--- src/rtl/ns_timebase_pkg.sv ---
package ns_timebase_pkg;

  typedef enum logic [2:0] {
    ADDR_CTRL  = 3'd0,
    ADDR_STEP  = 3'd1,
    ADDR_LDLO  = 3'd2,
    ADDR_LDHI  = 3'd3,
    ADDR_LDGO  = 3'd4,
    ADDR_PUSH  = 3'd5,
    ADDR_CORLO = 3'd6,
    ADDR_CORHI = 3'd7
  } reg_addr_e;

  typedef enum logic [3:0] {
    EVT_PUSH = 4'd0,
    EVT_ROLL = 4'd1,
    EVT_HALF = 4'd2
  } evt_type_e;

  localparam int CTRL_EN_BIT   = 0;
  localparam int CTRL_WIDE_BIT = 5;
  localparam int CTRL_DIR_BIT  = 7;

endpackage

--- src/rtl/ns_timebase_regs.sv ---
module ns_timebase_regs
  import ns_timebase_pkg::*;
#(
  parameter int TIME_W    = 64,
  parameter int ADD_W     = 3,
  parameter int CORR_HI_W = 10,
  localparam int HALF_W   = TIME_W / 2,
  localparam int CORR_W   = HALF_W + CORR_HI_W
) (
  input  logic              clk_i,
  input  logic              rst_ni,
  input  logic              wr_en_i,
  input  logic [2:0]        wr_addr_i,
  input  logic [HALF_W-1:0] wr_data_i,
  output logic              en_o,
  output logic              wide_o,
  output logic              dir_o,
  output logic [ADD_W-1:0]  add_o,
  output logic [TIME_W-1:0] stage_o,
  output logic [CORR_W-1:0] corr_o,
  output logic              corr_wr_o,
  output logic              load_o,
  output logic              push_o
);

  reg_addr_e              addr;
  logic [HALF_W-1:0]      stage_lo_q, stage_hi_q, corr_lo_q;
  logic [CORR_HI_W-1:0]   corr_hi_q;

  assign addr = reg_addr_e'(wr_addr_i);

  always_ff @(posedge clk_i or negedge rst_ni) begin
    if (!rst_ni) begin
      en_o       <= 1'b0;
      wide_o     <= 1'b0;
      dir_o      <= 1'b0;
      add_o      <= '0;
      stage_lo_q <= '0;
      stage_hi_q <= '0;
      corr_lo_q  <= '0;
      corr_hi_q  <= '0;
    end else if (wr_en_i) begin
      case (addr)
        ADDR_CTRL: begin
          en_o   <= wr_data_i[CTRL_EN_BIT];
          wide_o <= wr_data_i[CTRL_WIDE_BIT];
          dir_o  <= wr_data_i[CTRL_DIR_BIT];
        end
        ADDR_STEP:  add_o      <= wr_data_i[ADD_W-1:0];
        ADDR_LDLO:  stage_lo_q <= wr_data_i;
        ADDR_LDHI:  stage_hi_q <= wr_data_i;
        ADDR_CORLO: corr_lo_q  <= wr_data_i;
        ADDR_CORHI: corr_hi_q  <= wr_data_i[CORR_HI_W-1:0];
        default: ;
      endcase
    end
  end

  // strobes act on the write edge itself
  assign load_o    = wr_en_i && (addr == ADDR_LDGO) && wr_data_i[0];
  assign push_o    = wr_en_i && (addr == ADDR_PUSH) && wr_data_i[0];
  assign corr_wr_o = wr_en_i && ((addr == ADDR_CORLO) || (addr == ADDR_CORHI));
  assign stage_o   = {stage_hi_q, stage_lo_q};
  assign corr_o    = {corr_hi_q, corr_lo_q};

endmodule

--- src/rtl/ns_timebase_rate.sv ---
module ns_timebase_rate #(
  parameter int ADD_W   = 3,
  parameter int CORR_W  = 42,
  localparam int STEP_W = ADD_W + 1
) (
  input  logic              clk_i,
  input  logic              rst_ni,
  input  logic              en_i,
  input  logic              dir_i,
  input  logic [ADD_W-1:0]  add_i,
  input  logic [CORR_W-1:0] corr_i,
  input  logic              restart_i,
  output logic [STEP_W-1:0] step_o
);

  logic [CORR_W-1:0] tick_q;
  logic              active, hit;
  logic [STEP_W-1:0] base;

  assign active = en_i && (corr_i != '0);
  assign hit    = active && (tick_q == corr_i - 1'b1);
  assign base   = {1'b0, add_i} + STEP_W'(1);

  always_comb begin
    step_o = base;
    if (hit) step_o = dir_i ? {1'b0, add_i} : base + STEP_W'(1);
  end

  always_ff @(posedge clk_i or negedge rst_ni) begin
    if (!rst_ni)                   tick_q <= '0;
    else if (restart_i || !active) tick_q <= '0;
    else if (hit)                  tick_q <= '0;
    else                           tick_q <= tick_q + 1'b1;
  end

endmodule

--- src/rtl/ns_timebase_count.sv ---
module ns_timebase_count #(
  parameter int TIME_W  = 64,
  parameter int STEP_W  = 4,
  localparam int HALF_W = TIME_W / 2
) (
  input  logic              clk_i,
  input  logic              rst_ni,
  input  logic              en_i,
  input  logic              wide_i,
  input  logic              load_i,
  input  logic [TIME_W-1:0] stage_i,
  input  logic [STEP_W-1:0] step_i,
  output logic [TIME_W-1:0] time_o,
  output logic [TIME_W-1:0] nxt_o,
  output logic              roll_o,
  output logic              half_o
);

  logic [HALF_W:0]   lo_sum;
  logic [HALF_W-1:0] lo, hi, nxt_lo, nxt_hi;
  logic              counting;

  assign lo       = time_o[HALF_W-1:0];
  assign hi       = time_o[TIME_W-1:HALF_W];
  assign counting = en_i && !load_i;

  always_comb begin
    lo_sum = {1'b0, lo} + {{(HALF_W + 1 - STEP_W){1'b0}}, step_i};
    nxt_lo = lo_sum[HALF_W-1:0];
    nxt_hi = wide_i ? hi + {{(HALF_W - 1){1'b0}}, lo_sum[HALF_W]} : hi;
  end

  assign nxt_o  = {nxt_hi, nxt_lo};
  assign roll_o = counting &&  lo[HALF_W-1] && !nxt_lo[HALF_W-1];
  assign half_o = counting && !lo[HALF_W-1] &&  nxt_lo[HALF_W-1];

  always_ff @(posedge clk_i or negedge rst_ni) begin
    if (!rst_ni)     time_o <= '0;
    else if (load_i) time_o <= stage_i;
    else if (en_i)   time_o <= nxt_o;
  end

endmodule

--- src/rtl/ns_timebase_evt.sv ---
module ns_timebase_evt
  import ns_timebase_pkg::*;
#(
  parameter int TIME_W = 64
) (
  input  logic              clk_i,
  input  logic              rst_ni,
  input  logic              push_i,
  input  logic              roll_i,
  input  logic              half_i,
  input  logic [TIME_W-1:0] time_i,
  input  logic [TIME_W-1:0] nxt_i,
  output logic              valid_o,
  output evt_type_e         type_o,
  output logic [TIME_W-1:0] stamp_o
);

  logic              pend_q;
  evt_type_e         pend_type_q;
  logic [TIME_W-1:0] pend_time_q;
  logic              edge_w;
  evt_type_e         edge_type;

  assign edge_w    = roll_i || half_i;
  assign edge_type = roll_i ? EVT_ROLL : EVT_HALF;

  always_ff @(posedge clk_i or negedge rst_ni) begin
    if (!rst_ni) begin
      valid_o     <= 1'b0;
      type_o      <= EVT_PUSH;
      stamp_o     <= '0;
      pend_q      <= 1'b0;
      pend_type_q <= EVT_PUSH;
      pend_time_q <= '0;
    end else begin
      valid_o <= 1'b0;
      if (push_i) begin
        valid_o <= 1'b1;
        type_o  <= EVT_PUSH;
        stamp_o <= time_i;
        if (edge_w) begin
          pend_q      <= 1'b1;
          pend_type_q <= edge_type;
          pend_time_q <= nxt_i;
        end
      end else if (pend_q) begin
        valid_o <= 1'b1;
        type_o  <= pend_type_q;
        stamp_o <= pend_time_q;
        pend_q  <= edge_w;
        if (edge_w) begin
          pend_type_q <= edge_type;
          pend_time_q <= nxt_i;
        end
      end else if (edge_w) begin
        valid_o <= 1'b1;
        type_o  <= edge_type;
        stamp_o <= nxt_i;
      end
    end
  end

endmodule

--- src/rtl/ns_timebase.sv ---
module ns_timebase
  import ns_timebase_pkg::*;
#(
  parameter int TIME_W    = 64,
  parameter int ADD_W     = 3,
  parameter int CORR_HI_W = 10,
  localparam int HALF_W   = TIME_W / 2,
  localparam int CORR_W   = HALF_W + CORR_HI_W,
  localparam int STEP_W   = ADD_W + 1
) (
  input  logic              clk_i,
  input  logic              rst_ni,
  input  logic              wr_en_i,
  input  logic [2:0]        wr_addr_i,
  input  logic [HALF_W-1:0] wr_data_i,
  output logic [TIME_W-1:0] time_o,
  output logic              evt_valid_o,
  output logic [3:0]        evt_type_o,
  output logic [TIME_W-1:0] evt_time_o
);

  logic              en_w, wide_w, dir_w, load_w, push_w, corr_wr_w;
  logic [ADD_W-1:0]  add_w;
  logic [TIME_W-1:0] stage_w, nxt_w;
  logic [CORR_W-1:0] corr_w;
  logic [STEP_W-1:0] step_w;
  logic              roll_w, half_w;
  evt_type_e         evt_type_w;

  ns_timebase_regs #(.TIME_W(TIME_W), .ADD_W(ADD_W), .CORR_HI_W(CORR_HI_W)) u_regs (
    .clk_i, .rst_ni, .wr_en_i, .wr_addr_i, .wr_data_i,
    .en_o(en_w), .wide_o(wide_w), .dir_o(dir_w), .add_o(add_w),
    .stage_o(stage_w), .corr_o(corr_w), .corr_wr_o(corr_wr_w),
    .load_o(load_w), .push_o(push_w)
  );

  ns_timebase_rate #(.ADD_W(ADD_W), .CORR_W(CORR_W)) u_rate (
    .clk_i, .rst_ni, .en_i(en_w), .dir_i(dir_w), .add_i(add_w),
    .corr_i(corr_w), .restart_i(corr_wr_w), .step_o(step_w)
  );

  ns_timebase_count #(.TIME_W(TIME_W), .STEP_W(STEP_W)) u_count (
    .clk_i, .rst_ni, .en_i(en_w), .wide_i(wide_w), .load_i(load_w),
    .stage_i(stage_w), .step_i(step_w), .time_o(time_o), .nxt_o(nxt_w),
    .roll_o(roll_w), .half_o(half_w)
  );

  ns_timebase_evt #(.TIME_W(TIME_W)) u_evt (
    .clk_i, .rst_ni, .push_i(push_w), .roll_i(roll_w), .half_i(half_w),
    .time_i(time_o), .nxt_i(nxt_w), .valid_o(evt_valid_o),
    .type_o(evt_type_w), .stamp_o(evt_time_o)
  );

  assign evt_type_o = evt_type_w;

endmodule

--- config.mk ---
export PLATFORM = sky130hd
export DESIGN_NAME = ns_timebase
export DESIGN_NICKNAME = d
export VERILOG_FILES = /design/src/rtl/ns_timebase_pkg.sv /design/src/rtl/ns_timebase_regs.sv /design/src/rtl/ns_timebase_rate.sv /design/src/rtl/ns_timebase_count.sv /design/src/rtl/ns_timebase_evt.sv /design/src/rtl/ns_timebase.sv
export SDC_FILE = /design/constraint.sdc
export NUM_CORES = 1
export LEC_CHECK = 0
export CAP_MARGIN = 30
export CORE_MARGIN = 2
export CORE_UTILIZATION = 50
export CTS_BUF_LIST = sky130_fd_sc_hd__clkbuf_4
export DETAILED_ROUTE_END_ITERATION = 8
export MAX_ROUTING_LAYER = met4
export PLACE_DENSITY = 0.71
export REMOVE_ABC_BUFFERS = 1
export SYNTH_ARGS = -nofsm -noshare
export SYNTH_HDL_FRONTEND = slang
export SYNTH_SLANG_ARGS = --single-unit
--- constraint.sdc ---
create_clock -name clk_i -period 8.8 [get_ports clk_i]
set_input_delay 1.32 -clock clk_i [delete_from_list [all_inputs] [get_ports clk_i]]
set_output_delay 1.32 -clock clk_i [all_outputs]
set_load 0.01 [all_outputs]
=== After elaboration in Yosys (flattened, before gate mapping) ===
Cells that the tools add are included.

* Logic and storage cells: 87
* Flip-flop bits (word level): 356
* Output and inout bits: 133
* Bits of input ports: 38

* Add/subtract/negate cells: 6
* Muxes and demuxes: 26
* Eq/ne operators: 9
* Reductions and logical operators: 30

{| class="wikitable"
|+ Operators with widths
! operator !! count
|-
| $mux 64 || 8
|-
| $mux 42 || 2
|-
| $add 42x1->42 const B || 1
|-
| $eq 42x42->1 || 1
|-
| $reduce_bool 42->1 || 1
|-
| $sub 42x1->42 const B || 1
|-
| $add 32x4->33 || 1
|-
| $add 32x1->32 || 1
|-
| $mux 32 || 1
|-
| $mux 4 || 8
|-
| $eq 3x3->1 const B || 4
|-
| $logic_and 1x1->1 || 12
|-
| $reduce_and 2->1 || 6
|-
| $eq 3x2->1 const B || 2
|-
| $mux 1 || 6
|-
| $add 3x1->4 const B || 1
|-
| $add 4x1->4 const B || 1
|-
| $logic_not 1->1 || 4
|-
| $reduce_bool 2->1 || 2
|-
| $eq 3x1->1 const B || 1
|-
| $logic_not 3->1 || 1
|-
| $logic_or 1x1->1 || 3
|-
| $reduce_bool 3->1 || 1
|-
| $mux 2 || 1
|-
| $ne 2x1->1 const B || 1
|}

=== Depth between registers and ports, before layout ===
Gate-level depths: netlist of run 1.

* Word-level depth: 11
* Gate-level depth with buffers: 34

=== Cells and area by module ===
From an unflattened synthesis of run 1, not the netlist that was laid out.

* Cells, all modules: 1,778
* Area, all modules: 19,232.2 µm²

{| class="wikitable"
|+ By module, submodules not included
! module !! area an instance (µm²) !! cells an instance !! times used
|-
| ns_timebase_evt || 6,349.8 || 510 || 1
|-
| ns_timebase_count || 4,819.6 || 579 || 1
|-
| ns_timebase_regs || 4,408.0 || 249 || 1
|-
| ns_timebase_rate || 3,654.8 || 440 || 1
|}

=== Least setup slack after synthesis of run 1 ===
No wires, ideal clock.

* Path type: register -> register
* Start point: register u_regs.corr_lo_q[27]
* End point: register u_evt.stamp_o[58]
* Setup time: 0.127 ns
* Arrival: 8.045 ns
* Clock period less this slack: 8.172 ns
* Cell stages (with the launch flop): 32
* Buffers on the path: 3
* Slack: 0.628 ns
* Cell sequence: dfrtp_1 or4_4 or4_1 buf_2 or3_1 or3_1 a221oi_1 nand4_1 nor4_4 xnor2_1 ha_1 inv_1 fa_1 nor2b_1 o21a_1 o211ai_1 nor3_1 nand3_1 nor3_1 and3_1 ha_1 ha_1 nand2_1 nor3_1 nor4b_1 and4_1 clkbuf_1 and3_1 clkbuf_1 o21ai_0 a221oi_1 nor2_1

* Longest elaborated chain between the ends: 10
* Elaborated cells between the ends (all ways): 17
* Classes of those cells: add/sub (3); eq/ne (1); mux (5); reduce/logical (8)

{| class="wikitable"
|+ Ends and longest elaborated chain
! what !! line !! text
|-
| from (decl) || ns_timebase_regs.sv:27 || <nowiki>logic [HALF_W-1:0] stage_lo_q, stage_hi_q, corr_lo_q;</nowiki>
|-
| from (signal assigned) || ns_timebase_regs.sv:52 || <nowiki>ADDR_CORLO: corr_lo_q <= wr_data_i;</nowiki>
|-
| $sub 42x1->42 / $reduce_bool 42->1 (equally long branches) || ns_timebase_rate.sv:21, ns_timebase_rate.sv:20 ||
|-
| $eq 42x42->1 / $logic_and 1x1->1 (equally long branches) || ns_timebase_rate.sv:21, ns_timebase_rate.sv:20 ||
|-
| $logic_and 1x1->1 (*) || ns_timebase_rate.sv:21 || <nowiki>assign hit = active && (tick_q == corr_i - 1'b1);</nowiki>
|-
| $mux 4 (*) || ns_timebase_rate.sv:26 || <nowiki>if (hit) step_o = dir_i ? {1'b0, add_i} : base + STEP_W'(1);</nowiki>
|-
| $add 32x4->33 (*) || ns_timebase_count.sv:28 || <nowiki>lo_sum = {1'b0, lo} + {{(HALF_W + 1 - STEP_W){1'b0}}, step_i};</nowiki>
|-
| $add 32x1->32 || ns_timebase_count.sv:30 || <nowiki>nxt_hi = wide_i ? hi + {{(HALF_W - 1){1'b0}}, lo_sum[HALF_W]} : hi;</nowiki>
|-
| $mux 32 || ns_timebase_count.sv:30 ||
|-
| $mux 64 || ns_timebase_evt.sv:55 || <nowiki>end else if (edge_w) begin</nowiki>
|-
| $mux 64 || ns_timebase_evt.sv:46 || <nowiki>end else if (pend_q) begin</nowiki>
|-
| $mux 64 || ns_timebase_evt.sv:37 || <nowiki>if (push_i) begin</nowiki>
|-
| to (signal assigned) || ns_timebase_evt.sv:40 || <nowiki>stamp_o <= time_i;</nowiki>
|-
| to (signal assigned) || ns_timebase_evt.sv:49 || <nowiki>stamp_o <= pend_time_q;</nowiki>
|-
| to (signal assigned) || ns_timebase_evt.sv:58 || <nowiki>stamp_o <= nxt_i;</nowiki>
|-
| to (decl) || ns_timebase_evt.sv:15 || <nowiki>output logic [TIME_W-1:0] stamp_o</nowiki>
|}

Mark *: on every way between the ends. The rest lies on a longest branch, timed or not. The select of a mux whose other input is x is not followed.
A chain may end at the register's enable or synchronous reset.

=== Final worst setup path of run 1 ===
Ends and elaborated chain as after synthesis.

==> impl_metrics.toml, run 1 <==
[power]
ir_drop_mv = 0.1140
powerDensity_nw_per_um2 = 239.6
finalPower_mw = 5.156
leakage_nw = 8.875

[finish]
layout_common_cells = "dfrtp_1 (350), nor2_1 (233), nand2_1 (179), clkdlybuf4s50_1 (167), clkbuf_4 (144)"
final_common_cell = "dfrtp_1"
area_delta_synth_final_pct = 17.50
instances_no_fill = 2586
final_area_um2 = 21520
final_util = 0.5920
drive_above_1_share = 0.1546
nets = 2097

[synth]
syn_area_per_cell_um2 = 9.664
yosys_warnings = 0
synthAdderAreaFrac = 0.008609
muxShareOfSynthArea = 0.07632
synth_compound_area_frac = 0.1283
synth_top_area_share = 0.4810
post_synth_num_cell_types = 69
synth_top_family_by_area = "simple AND/OR/NAND/NOR gates"
synthArstFlopShare = 1.000
synth-edff-count = 0
synthSimpleGateAreaFrac = 0.1828
synth_area_leaders = "dfrtp_1 (48%), mux2_2 (7.2%), xor2_1 (5.2%)"
syn-cell-area_um2 = 18310
synthFlopType = "dfrtp_1"
ys_seq_area_frac = 0.4810
yosysTopAreaCell = "dfrtp_1"
syn_inst = 1895
ys_ff_latch = 352
synth_xor_xnor_area_share = 0.08800

[global_route]
first_global_vias = 14740
grt_max_degree = 162
antenna_found_initial = 2
grt_use_total = 0.2818
grt_remaining_overflow = 0
grt_pass1_wl_mm = 81.70

[hold_path]
hold_path.class = "flop to flop"

[timing]
slew_headroom = 0.3076
fin_hold_ws_ns = 0.4402
clock.fmax_mhz = 123.1
timing_hold_violations_final = 0
worst_slew_pin_slew_ns = 1.039
min_period_ns = 8.125
maxSlewViolCount = 0
finalCritPeriodShare = 0.9233
setup_viol = 0
fin_setup_tns_ns = 0
timing.final.ws_setup_ns = 0.6754
skew_ns = 0.05334

[clock_tree]
cts-root-buf = "clkbuf_4"
cts_num_sinks = 352
clk_latency_ns = 0.78
cts.htree.levels = 3
cts_buffer_depth = 3
clk_pin_slew_ns = 0.06
cts_tree = "built"
cts_inserted_buffers = 95

[critical_path]
critical_path.slowest_cell = "or4_4"
reg2reg_depth = 31
timing.rr.start = "u_regs.corr_lo_q[27]$_DFFE_PN0P_"
crit_type = "flop to flop"
crit_path_end = "u_evt.stamp_o[58]$_DFFE_PN0P_"
r2r_end = "u_evt.stamp_o[58]$_DFFE_PN0P_"
cp_max_fo = 10
crit_required_ns = 9.46
worstSetupStartpoint = "u_regs.corr_lo_q[27]$_DFFE_PN0P_"
start_kind = "flop"
cp-end-kind = "flop"
max_stage_delay_ns = 0.57
r2r_slack_ns = 0.68
cp.arrival_ns = 8.78

[place]
pre_cts_ws_ns = 0.2723
placed_cells = 2416
place_hpwl_mm = 35.14
place_area_um2 = 20270
gp_congestion = 0.8898
portBuffers = 168

[detailed_routing]
drt_pass1_iterations = 5
drtAntennaViolNets = 0
dr_total_vias = 15090
drt-total-wl_mm = 51.45
remaining_drc_errors = 0
drtIter0Drc = 1267
viasPerCell = 5.834
wl_per_cell_um = 19.89

[floorplan]
die-area_um2 = 38170
ios = 171
rows = 70
coreArea_um2 = 36350
initial_core_util = 0.5038
die_x_um = 195.4
die_y_um = 195.4

[flow_run]
cap_violations = 0

[status]
outcome = "completed"
cell usage after synthesis (all sizes together), types with 5 or more instances:
master,n
o31ai,10
xnor2,76
clkbuf,114
o21a,19
a31oi,12
o41ai,6
o211ai,8
nor4b,5
or2,5
nor3,39
a21oi,58
inv,15
nand2,180
and4,10
a221oi,44
o21ai,140
dfrtp,352
nand2b,9
and2,21
or4,8
mux2i,8
a22o,32
ha,11
nand3,46
buf,29
nor4,20
nand4,40
and3,46
nor2b,10
nor2,234
or3,11
mux2,117
xor2,108
a21o,7
metal layers:
layer,vias up,global-route usage,share of wire
li1,7025,-,-
met1,7412,0.3691,0.43
met2,545,0.4343,0.47
met3,104,0.05130,0.062
met4,0,0.1168,0.032
met5,-,-,0
sequential cells by signal, summed over array words and instances, names as in the netlist:
| name | cells |
|---|---|
| u_count.time_o | 64 |
| u_evt.pend_q | 1 |
| u_evt.pend_time_q | 64 |
| u_evt.pend_type_q | 2 |
| u_evt.stamp_o | 64 |
| u_evt.type_o | 2 |
| u_evt.valid_o | 1 |
| u_rate.tick_q | 42 |
| u_regs.add_o | 3 |
| u_regs.corr_hi_q | 10 |
| u_regs.corr_lo_q | 32 |
| u_regs.dir_o | 1 |
| u_regs.en_o | 1 |
| u_regs.stage_hi_q | 32 |
| u_regs.stage_lo_q | 32 |
| u_regs.wide_o | 1 |
logic make-up after synthesis:
family / after synthesis
AOI/OAI and AO/OA: 363
xor gates and xnor gates: 184
adders and majority gates: 12
buffers and inverters: 158
DFF: 352
muxes: 125
other: 1
and+or+nand+nor: 700
critical path: cells and delay by family, from the launching register on:
kind	cells	cell delay (ns)
adder cells (fa/ha/maj)	4	0.95
XOR/XNOR	1	0.12
AND/OR/NAND/NOR	17	4.82
buffers and inverters	4	0.60
AO/OA/AOI/OAI	5	1.10
flip-flops	1	0.44
cell type report:
| cell class | instances | area, um2 |
|---|---|---|
| clock buffer | 144 | 1081 |
| timing repair buffer | 197 | 1917 |
| fill | 3115 | 14830 |
| sequential | 352 | 8813 |
| tap | 468 | 585.6 |
| multi-input combinational | 1386 | 8941 |
| antenna | 3 | 7.507 |
| clock inverter | 21 | 115.1 |
| inverter | 15 | 56.30 |
repair_timing:
action	CTS	global route
setup buffers	0	2
hold buffers	0	0
endpoints found under the setup margin	0	46
gates resized for setup	0	8
how the worst min path moves through the flow:
stage	start	end	slack (ns)	cells past startpoint
6_report	u_regs.stage_hi_q[0]$_DFFE_PN0P_	u_count.time_o[32]$_DFFE_PN0P_	0.44	2
5_1_grt	u_regs.stage_lo_q[5]$_DFFE_PN0P_	u_count.time_o[5]$_DFFE_PN0P_	0.47	2
4_1_cts	u_regs.stage_lo_q[5]$_DFFE_PN0P_	u_count.time_o[5]$_DFFE_PN0P_	0.45	2
3_5_place_dp	u_regs.stage_lo_q[6]$_DFFE_PN0P_	u_count.time_o[6]$_DFFE_PN0P_	0.46	2
3_3_place_gp	u_regs.stage_hi_q[31]$_DFFE_PN0P_	u_count.time_o[63]$_DFFE_PN0P_	0.46	2
2_1_floorplan	u_regs.stage_hi_q[0]$_DFFE_PN0P_	u_count.time_o[32]$_DFFE_PN0P_	0.44	2
report_power, final:
group,switching (mW),internal (mW)
registers,0.428,1.92
clock network,0.671,0.770
logic,0.637,0.728
No activity file was read; power rests on OpenSTA's default activity.
==> run 2: changes to the inputs <==
--- a/config.mk
+++ b/config.mk
@@ -13,6 +13,7 @@
 export MAX_ROUTING_LAYER = met4
 export PLACE_DENSITY = 0.71
 export REMOVE_ABC_BUFFERS = 1
+export SKIP_LAST_GASP = 1
 export SYNTH_ARGS = -nofsm -noshare
 export SYNTH_HDL_FRONTEND = slang
 export SYNTH_SLANG_ARGS = --single-unit
==> results of run 2 <==
Same layout as run 1: the final DEF is identical, and so are final timing and power.
